`src/rtl/cfgw_pkg.sv`:
```
package cfgw_pkg;

    localparam int WORD_W = 14;

    typedef enum logic [2:0] {
        ST_IDLE,
        ST_DELAY,
        ST_SYNC,
        ST_GAP,
        ST_WIN,
        ST_TAIL,
        ST_EQ
    } seq_state_t;

    typedef enum logic [1:0] {
        START_NONE,
        START_SHORT,
        START_LONG
    } start_kind_t;

    typedef struct packed {
        logic              strobe;
        logic [WORD_W-1:0] word;
    } commit_t;

    function automatic int max_of(input int a, input int b);
        return (a > b) ? a : b;
    endfunction

    // Decide what a completed low pulse of len cycles means.
    function automatic start_kind_t classify_start(
        input int unsigned len,
        input int unsigned tmin,
        input int unsigned smax,
        input int unsigned lmin
    );
        if (len >= lmin)
            return START_LONG;
        else if (len >= tmin && len <= smax)
            return START_SHORT;
        else
            return START_NONE;
    endfunction

endpackage

```
`src/rtl/cfgw_sync.sv`:
```
module cfgw_sync #(
    parameter int STAGES = 2
) (
    input  logic clk,
    input  logic rst,
    input  logic d_i,
    output logic q_o
);
    logic [STAGES-1:0] chain;

    always_ff @(posedge clk) begin
        if (rst)
            chain <= '1;
        else
            chain <= {chain[STAGES-2:0], d_i};
    end

    assign q_o = chain[STAGES-1];
endmodule

```
`src/rtl/cfgw_start_det.sv`:
```
module cfgw_start_det
    import cfgw_pkg::*;
#(
    parameter int T1_MIN    = 16,
    parameter int SHORT_MAX = 1535,
    parameter int LONG_MIN  = 5632
) (
    input  logic clk,
    input  logic rst,
    input  logic line_s_i,
    input  logic busy_i,
    input  logic marker_i,
    output logic start_o,
    output logic clr_marker_o
);
    localparam int CW = $clog2(LONG_MIN + 1);
    localparam logic [CW-1:0] SAT = CW'(LONG_MIN);

    logic [CW-1:0] low_cnt;
    logic          prev_s;
    start_kind_t   kind;
    logic          release_seen;

    always_comb begin
        kind = classify_start(int'(low_cnt), T1_MIN, SHORT_MAX, LONG_MIN);
    end

    assign release_seen = line_s_i && !prev_s && !busy_i;

    always_ff @(posedge clk) begin
        if (rst) begin
            low_cnt      <= '0;
            prev_s       <= 1'b1;
            start_o      <= 1'b0;
            clr_marker_o <= 1'b0;
        end else begin
            prev_s       <= line_s_i;
            start_o      <= 1'b0;
            clr_marker_o <= 1'b0;
            if (busy_i) begin
                low_cnt <= '0;
            end else if (!line_s_i) begin
                if (low_cnt != SAT)
                    low_cnt <= low_cnt + 1'b1;
            end else begin
                if (release_seen) begin
                    start_o      <= (kind == START_LONG) ||
                                    (kind == START_SHORT && !marker_i);
                    clr_marker_o <= (kind == START_LONG);
                end
                low_cnt <= '0;
            end
        end
    end
endmodule

```
`src/rtl/cfgw_frame_seq.sv`:
```
module cfgw_frame_seq
    import cfgw_pkg::*;
#(
    parameter int T2 = 64,
    parameter int T3 = 32,
    parameter int T4 = 32,
    parameter int T5 = 128,
    parameter int T6 = 256,
    parameter int T7 = 64,
    parameter int T8 = 32,
    parameter int T9 = 128
) (
    input  logic              clk,
    input  logic              rst,
    input  logic              start_i,
    input  logic              line_s_i,
    input  logic              match_i,
    output logic              drive_o,
    output logic              busy_o,
    output commit_t           commit_o
);
    localparam int TAIL  = T6 - T3 - T4 - T5;
    localparam int HALF  = (T7 + 1) / 2;
    localparam int MAXT  = max_of(max_of(max_of(T2, T3), max_of(T4, T5)),
                                  max_of(max_of(TAIL, T9), T8));
    localparam int CW    = $clog2(MAXT + 1) + 1;
    localparam int BW    = $clog2(WORD_W);

    seq_state_t        state;
    logic [CW-1:0]     cnt;
    logic [CW-1:0]     low_cnt;
    logic [CW-1:0]     low_next;
    logic [CW-1:0]     eq_elapsed;
    logic [BW-1:0]     bit_idx;
    logic [WORD_W-1:0] rx_word;

    assign low_next   = low_cnt + (line_s_i ? 1'b0 : 1'b1);
    assign eq_elapsed = CW'(T9 - 1) - cnt;

    always_ff @(posedge clk) begin
        if (rst) begin
            state   <= ST_IDLE;
            cnt     <= '0;
            low_cnt <= '0;
            bit_idx <= '0;
            rx_word <= '1;
        end else begin
            unique case (state)
                ST_IDLE: begin
                    if (start_i) begin
                        state   <= ST_DELAY;
                        cnt     <= CW'(T2 - 1);
                        bit_idx <= '0;
                    end
                end
                ST_DELAY: begin
                    if (cnt == '0) begin
                        state <= ST_SYNC;
                        cnt   <= CW'(T3 - 1);
                    end else begin
                        cnt <= cnt - 1'b1;
                    end
                end
                ST_SYNC: begin
                    if (cnt == '0) begin
                        state <= ST_GAP;
                        cnt   <= CW'(T4 - 1);
                    end else begin
                        cnt <= cnt - 1'b1;
                    end
                end
                ST_GAP: begin
                    if (cnt == '0) begin
                        state   <= ST_WIN;
                        cnt     <= CW'(T5 - 1);
                        low_cnt <= '0;
                    end else begin
                        cnt <= cnt - 1'b1;
                    end
                end
                ST_WIN: begin
                    low_cnt <= low_next;
                    if (cnt == '0) begin
                        rx_word[bit_idx] <= (low_next < CW'(HALF));
                        state <= ST_TAIL;
                        cnt   <= CW'(TAIL - 1);
                    end else begin
                        cnt <= cnt - 1'b1;
                    end
                end
                ST_TAIL: begin
                    if (cnt == '0) begin
                        if (bit_idx == BW'(WORD_W - 1)) begin
                            state <= ST_EQ;
                            cnt   <= CW'(T9 - 1);
                        end else begin
                            bit_idx <= bit_idx + 1'b1;
                            state   <= ST_SYNC;
                            cnt     <= CW'(T3 - 1);
                        end
                    end else begin
                        cnt <= cnt - 1'b1;
                    end
                end
                ST_EQ: begin
                    if (cnt == '0)
                        state <= ST_IDLE;
                    else
                        cnt <= cnt - 1'b1;
                end
                default: state <= ST_IDLE;
            endcase
        end
    end

    assign busy_o          = (state != ST_IDLE);
    assign drive_o         = (state == ST_SYNC) ||
                             (state == ST_EQ && match_i && eq_elapsed < CW'(T8));
    assign commit_o.strobe = (state == ST_EQ) && (cnt == '0);
    assign commit_o.word   = rx_word;
endmodule

```
`src/rtl/cfgw_slave.sv`:
```
module cfgw_slave
    import cfgw_pkg::*;
#(
    parameter int T1_MIN    = 16,
    parameter int SHORT_MAX = 1535,
    parameter int LONG_MIN  = 5632,
    parameter int T2        = 64,
    parameter int T3        = 32,
    parameter int T4        = 32,
    parameter int T5        = 128,
    parameter int T6        = 256,
    parameter int T7        = 64,
    parameter int T8        = 32,
    parameter int T9        = 128,
    parameter int SYNC_STG  = 2
) (
    input  logic              clk,
    input  logic              rst,
    input  logic              line_i,
    input  logic              rm_set_i,
    output logic              line_drive_low_o,
    output logic              fe_disable_o,
    output logic              marker_o,
    output logic [WORD_W-1:0] cfg_word_o,
    output logic              done_o,
    output logic              off_cmd_o
);
    logic    line_s;
    logic    start;
    logic    clr_marker;
    logic    busy;
    logic    match;
    commit_t commit;

    cfgw_sync #(.STAGES(SYNC_STG)) u_sync (
        .clk (clk),
        .rst (rst),
        .d_i (line_i),
        .q_o (line_s)
    );

    cfgw_start_det #(
        .T1_MIN    (T1_MIN),
        .SHORT_MAX (SHORT_MAX),
        .LONG_MIN  (LONG_MIN)
    ) u_start (
        .clk          (clk),
        .rst          (rst),
        .line_s_i     (line_s),
        .busy_i       (busy),
        .marker_i     (marker_o),
        .start_o      (start),
        .clr_marker_o (clr_marker)
    );

    cfgw_frame_seq #(
        .T2 (T2), .T3 (T3), .T4 (T4), .T5 (T5),
        .T6 (T6), .T7 (T7), .T8 (T8), .T9 (T9)
    ) u_seq (
        .clk      (clk),
        .rst      (rst),
        .start_i  (start),
        .line_s_i (line_s),
        .match_i  (match),
        .drive_o  (line_drive_low_o),
        .busy_o   (busy),
        .commit_o (commit)
    );

    assign match        = (commit.word == cfg_word_o);
    assign fe_disable_o = busy;

    always_ff @(posedge clk) begin
        if (rst) begin
            cfg_word_o <= '1;
            done_o     <= 1'b0;
            off_cmd_o  <= 1'b0;
            marker_o   <= 1'b1;
        end else begin
            done_o    <= commit.strobe;
            off_cmd_o <= commit.strobe && commit.word[0];
            if (commit.strobe)
                cfg_word_o <= commit.word;
            if (rm_set_i)
                marker_o <= 1'b1;
            else if (clr_marker)
                marker_o <= 1'b0;
        end
    end
endmodule

```
`config.mk`:
```
export PLATFORM = sky130hd
export DESIGN_NAME = cfgw_slave
export DESIGN_NICKNAME = d
export VERILOG_FILES = /design/src/rtl/cfgw_pkg.sv /design/src/rtl/cfgw_sync.sv /design/src/rtl/cfgw_start_det.sv /design/src/rtl/cfgw_frame_seq.sv /design/src/rtl/cfgw_slave.sv
export SDC_FILE = /design/constraint.sdc
export NUM_CORES = 1
export LEC_CHECK = 0
export BUFFER_PORTS_ARGS = -buffer_cell sky130_fd_sc_hd__buf_2
export CORE_MARGIN = 2
export CORE_UTILIZATION = 45
export DETAILED_ROUTE_END_ITERATION = 8
export PLACE_DENSITY = 0.62
export SYNTH_ARGS = -nofsm -noshare
export SYNTH_HDL_FRONTEND = slang
export SYNTH_SLANG_ARGS = --single-unit
```
`constraint.sdc`:
```
create_clock -name clk -period 2.7 [get_ports clk]
set_input_delay 0.135 -clock clk [delete_from_list [all_inputs] [get_ports clk]]
set_output_delay 0.135 -clock clk [all_outputs]
set_load 0.1 [all_outputs]
```
After elaboration in Yosys (flattened, before gate mapping)
Cells that the tools add are included.
{ "classes": {"n_addsub": 5, "n_mul": 0, "n_div": 0, "magnitude_cmp": 7, "eq_ne": 20, "shift": 0, "muxes": 29, "n_bitwise": 2, "reduce_logical": 29} }
{ "ops": {"columns": ["cell", "count"], "rows": [
  ["2-to-1 mux 9 bit", 7],
  ["one-hot mux 9 bit (6 select lines)", 1],
  ["2-to-1 mux 3 bit", 8],
  ["one-hot mux 3 bit (7 select lines)", 1],
  ["< comparator 9 x 6 -> 1 bit, second input constant", 2],
  ["one-hot mux 9 bit (2 select lines)", 1],
  ["bitwise mux 14 bit", 1],
  ["equality test 14 bit", 1],
  ["adder 13 x 1 -> 13 bit, second input constant", 1],
  ["greater-or-equal comparator 13 bit, second input constant", 1],
  ["greater-or-equal comparator 13 x 5 -> 1 bit, second input constant", 1],
  ["less-or-equal comparator 13 x 11 -> 1 bit, second input constant", 1],
  ["!= test 13 bit, second input constant", 1],
  ["2-to-1 mux 4 bit", 3],
  ["!= test 2 x 1 -> 1 bit, second input constant", 6],
  ["adder 9 bit", 1],
  ["equality test 3 bit, second input constant", 3],
  ["logical AND 1 bit", 9],
  ["zero test 9 bit", 1],
  ["subtractor 7 x 9 -> 9 bit, first input constant", 1],
  ["subtractor 9 x 1 -> 9 bit, second input constant", 1],
  ["one-hot mux 4 bit (2 select lines)", 1],
  ["2-to-1 mux 7 bit", 1],
  ["AND reduction 7 bit", 1],
  ["25 further kinds", 37]
]} }
{ "word_totals": {"ff_bits": 74, "latchBits": 0, "ramBits": 0, "rom_bits": 0, "inputBits": 4, "mem_count": 0} }

Depth between registers and ports, before layout
{ "depth": {"depth_word": 7, "ltp_mapped": 9} }

Hierarchy
Synthesis repeated with hierarchy kept, for this count alone.
{ "hier_totals": {"cells_unflattened": 410, "hier_area_um2": 3728.6} }
{ "modules_own_cells": {"columns": ["module", "n_inst", "cells_each", "area_per_inst_um2", "seq_area_each_um2"], "rows": [
  ["cfgw_frame_seq", 1, 252, 2169.6, 780.7],
  ["cfgw_slave", 1, 73, 762.0, 340.3],
  ["cfgw_start_det", 1, 81, 744.5, 320.3],
  ["cfgw_sync", 1, 4, 52.6, 40.0]
]} }

Least setup slack after synthesis
No wires, ideal clock.
{ "synth_timing": {"path_type": "reg-to-output", "start": "reg cfg_word_o[1]", "end": "out line_drive_low_o", "t_arrival_ns": 2.995, "t_required_ns": 2.565, "slack_ns": -0.430, "path_stages_with_launch": 5, "n_path_buf": 0, "path_cell_list": "dfxtp_1 > xor2_1 > nor4_1 > nand4_1 > a21oi_1"} }
{ "synth_between": {"elab_chain_len": 4} }
{ "synth_lines": {"columns": ["element", "line_no", "rtl"], "rows": [
  ["from (decl)", "cfgw_slave.sv:24", "output logic [WORD_W-1:0] cfg_word_o,"],
  ["from (signal assigned)", "cfgw_slave.sv:83", "cfg_word_o <= commit.word;"],
  ["equality test 14 bit", "cfgw_slave.sv:70", "assign match = (commit.word == cfg_word_o);"],
  ["logical AND 1 bit (2 in series)", "cfgw_frame_seq.sv:118", "(state == ST_EQ && match_i && eq_elapsed < CW'(T8));"],
  ["logical OR 1 bit", "cfgw_frame_seq.sv:117", "assign drive_o = (state == ST_SYNC) ||"],
  ["to (decl)", "cfgw_slave.sv:21", "output logic line_drive_low_o,"]
]} }
No other way between the ends.

Worst setup path in the final report
{ "layout_timing": {"start": "reg u_seq.cnt[8]", "end": "out line_drive_low_o"} }
{ "layout_between": {"elab_chain_len": 4} }
{ "layout_lines": {"columns": ["element", "line_no", "rtl"], "rows": [
  ["from (decl)", "cfgw_frame_seq.sv:30", "logic [CW-1:0] cnt;"],
  ["from (signal assigned)", "cfgw_frame_seq.sv:52", "cnt <= CW'(T2 - 1);"],
  ["from (signal assigned)", "cfgw_frame_seq.sv:59", "cnt <= CW'(T3 - 1);"],
  ["from (signal assigned)", "cfgw_frame_seq.sv:61", "cnt <= cnt - 1'b1;"],
  ["subtractor 7 x 9 -> 9 bit", "cfgw_frame_seq.sv:38", "assign eq_elapsed = CW'(T9 - 1) - cnt;"],
  ["< comparator 9 x 6 -> 1 bit", "cfgw_frame_seq.sv:118", null],
  ["logical AND 1 bit", "cfgw_frame_seq.sv:118", null],
  ["logical OR 1 bit", "cfgw_frame_seq.sv:117", null]
]} }
No other way between the ends.

==> metrics.md <==
| Metric | Value |
|---|---|
| Fill cells | 803 |
| Postcts setup bufs | 0 |
| DP HPWL | 5.858 mm |
| Max incr delay on CP | 0.44 ns |
| Core Region | 8217 um2 |
| Clock transition at path regs | 0.08 ns |
| Count leader, synth | dfxtp_1 |
| Yosys top cell area share | 38.87% |
| Max Buffers Root-to-Sink | 2 |
| Port bufs | 22 |
| RSZ-0062 raised after global routing | false |
| Fin area | 4243 um2 |
| Initial antenna violation count | 0 |
| Setup CP Type | flop to output port |
| Crit end category | output port |
| CTS resizes | 0 |
| IO Pins | 23 |
| Post-synth ARST share | 0% |
| Vias per cell | 5.774 |
| Synth cell count leaders | dfxtp_1 (74), nand2_1 (43), nor2_1 (26), mux2i_1 (24), xor2_1 (23) |
| Synth cell types | 59 |
| Worst path slowest cell | buf_2 |
| Drt pass-1 iters | 4 |
| Yosys top cell by area | dfxtp_1 |
| Hold slack final | 0.1207 ns |
| CP bufs+invs | 1 |
| DP Cell Count | 554 |
| Layout cells sized above 1 | 12.90% |
| Aggregate global-route resource usage | 20.30% |
| # diodes | 0 |
| Max_slew headroom | 63.01% |
| Internal Power | 0.001673 W |
| Max-Cap Viols | 0 |
| CP arrival | 2.30 ns |
| Htree depth | 3 |
| DR DRC count | 0 |
| Clock network fraction of design power | 37.8% |
| Tmin final | 2.431 ns |
| GPL Wtd Cong | 0.8643 |
| WP data required | 2.57 ns |
| Leak | 1.531 nW |
| Detail Route Antenna Nets | 0 |
| Setup-failing EPs final | 0 |
| Share of total power in sequential cells | 49.1% |
| Die area | 9222 um2 |
| Post-synth EDFFs | 0 |
| Setup crit start kind | flop |
| Top FF cell, synth | dfxtp_1 |
| Synth area leaders | dfxtp_1 (39%), mux2i_1 (6.3%), xor2_1 (5.3%), nand2_1 (4.2%), a311oi_1 (3.0%) |
| Max Freq | 411.4 MHz |
| Final hold violation count | 0 |
| Worst path cell trace | nand4bb_1 -> nor4_1 -> nand4_1 -> a21oi_2 -> buf_2 |
| Synthesized area per cell | 8.662 um2 |
| WL final | 8.638 mm |
| FP Rows | 33 |
| Setup TNS | 0 ns |
| Synthesized instance count | 440 |
| CP delay by family, top | simple AND/OR/NAND/NOR gates |
| Clock skew | 0.01111 ns |
| Sequential area share after synthesis | 38.87% |
| Die W | 96.03 um |
| Global-route wire length before repair | 14.69 mm |
| Synth Cell Area | 3811 um2 |
| Nets | 475 |
| Grt ovf | 0 |
| Worst skew pair latency | 0.35 ns |
| Root Buffer | clkbuf_8 |
| Pwr/cell area | 538.0 nW/um2 |
| Switching pwr | 0.0006101 W |
| Post-CTS Hold Buffers | 2 |
| Vias in the first global route | 3104 |
| Multi-input logic area | 2157 um2 |
| Status | complete, no violations |
| Wire per inst | 15.15 um |
| TritonCTS clock tree | yes |
| Placement Cell Area | 4030 um2 |
| Initial drt markers | 213 |
| Sw Share | 26.73% |
| Final Non-Filler Cells | 570 |
| Clock sinks | 74 |
| Pin count of the biggest net entering global routing | 30 |
| Final Max Slew Viols | 0 |
| Yosys reg bits | 74 |
| Via count | 3291 |
| Clock buffer count from CTS | 9 |
| Worst vdd ir | 0.0003255 V |
| Yosys warns | 0 |
| Layout Area Growth over Synthesis | 11.33% |
| Die H | 96.03 um |
| Period utilization | 90.04% |
| Starting density of the core | 46.38% |
| Hold crit path type | primary input to flop |
| Crit-path max FO | 8 |
| Logic pwr share | 13.1% |
| Register area | 1481 um2 |
| Worst-Margin Slew | 0.5518 ns |
| Synth Net Count | 453 |
## worst paths after layout
path	startpoint	to	slack, ns	cells past startpoint
max reg2reg	u_seq.cnt[0]	u_seq.cnt[2]	0.30	6
min reg2reg	u_start.clr_marker_o	marker_o	0.41	1
min	rst	u_seq.low_cnt[0]	0.12	2
max	u_seq.cnt[8]	line_drive_low_o	0.27	5
## routing by layer
| layer | share of wire [%] | track usage (%) | vias to the layer above | wire length (um) |
|---|---|---|---|---|
| met5 | 0 | 0 | - | 0 |
| met4 | 1.0 | 6.429 | 0 | 87 |
| met3 | 3.5 | 4.542 | 8 | 301 |
| met2 | 46 | 33.39 | 48 | 3979 |
| met1 | 49 | 26.38 | 1572 | 4270 |
| li1 | - | - | 1663 | - |
## placed cells by master (no fill, tap or decap), drive strengths merged, types with 3 or more instances in the layout
master,count
clkbuf,12
dfxtp,74
nor4,11
xor2,23
nand3,22
buf,35
mux2i,24
o31ai,3
or4,7
ha,9
o211ai,4
nor3,11
inv,14
nor2b,5
and3,10
or3,4
a21oi,22
a211oi,3
and2,4
a31oi,16
nor4b,3
a311oi,13
nand4,9
o21ai,14
or2,4
nand2,43
nor2,26
nand2b,8
## cell families after synthesis
logic type	after synthesis	share of synthesized area, %
simple gates	177	25.41
compound gates	92	16.32
mux	24	6.303
xor+xnor	24	5.515
flops	74	38.87
fa+ha+maj	9	2.955
buf+inv	40	4.629
## layout make-up
type | count | share of cell area (%)
multi-input cells | 326 | 50.84
flip-flops and latches | 74 | 34.92
repair buffers | 37 | 5.367
clock buffers | 12 | 3.657
well taps | 105 | 3.096
inverters | 14 | 1.239
clock inverters | 2 | 0.8847
## registers in the layout (all words and copies together) (netlist names), 2 cells and up
| signal | flops |
|---|---|
| u_start.low_cnt | 13 |
| u_seq.state | 3 |
| u_seq.low_cnt | 9 |
| u_sync.chain | 2 |
| u_seq.bit_idx | 4 |
| u_seq.rx_word | 14 |
| cfg_word_o | 14 |
| u_seq.cnt | 9 |
## per-stage QoR
stage / power (W) / setup WS, ns / util [%]
after global placement: 0.001431 / 0.3837 / 49.05
after CTS: 0.002302 / 0.2503 / 51.64
after floorplan: 0.001379 / 0.1694 / -
after global routing: 0.002383 / 0.1523 / 51.64
after detailed placement: 0.001438 / 0.3299 / 49.05
final: 0.002283 / 0.2690 / 51.64
## power groups by stage
| stage | Sequential [W] | Combinational (W) | Clock (W) |
|---|---|---|---|
| global placement | 0.00115 | 0.000286 | 0 |
| CTS | 0.00112 | 0.000296 | 0.000886 |
| detailed placement | 0.00115 | 0.000292 | 0 |
| global route | 0.00112 | 0.000333 | 0.000928 |
| floorplan | 0.00114 | 0.000238 | 0 |
| finish | 0.00112 | 0.000299 | 0.000862 |
Note: power is estimated with default switching activity, not from simulation.
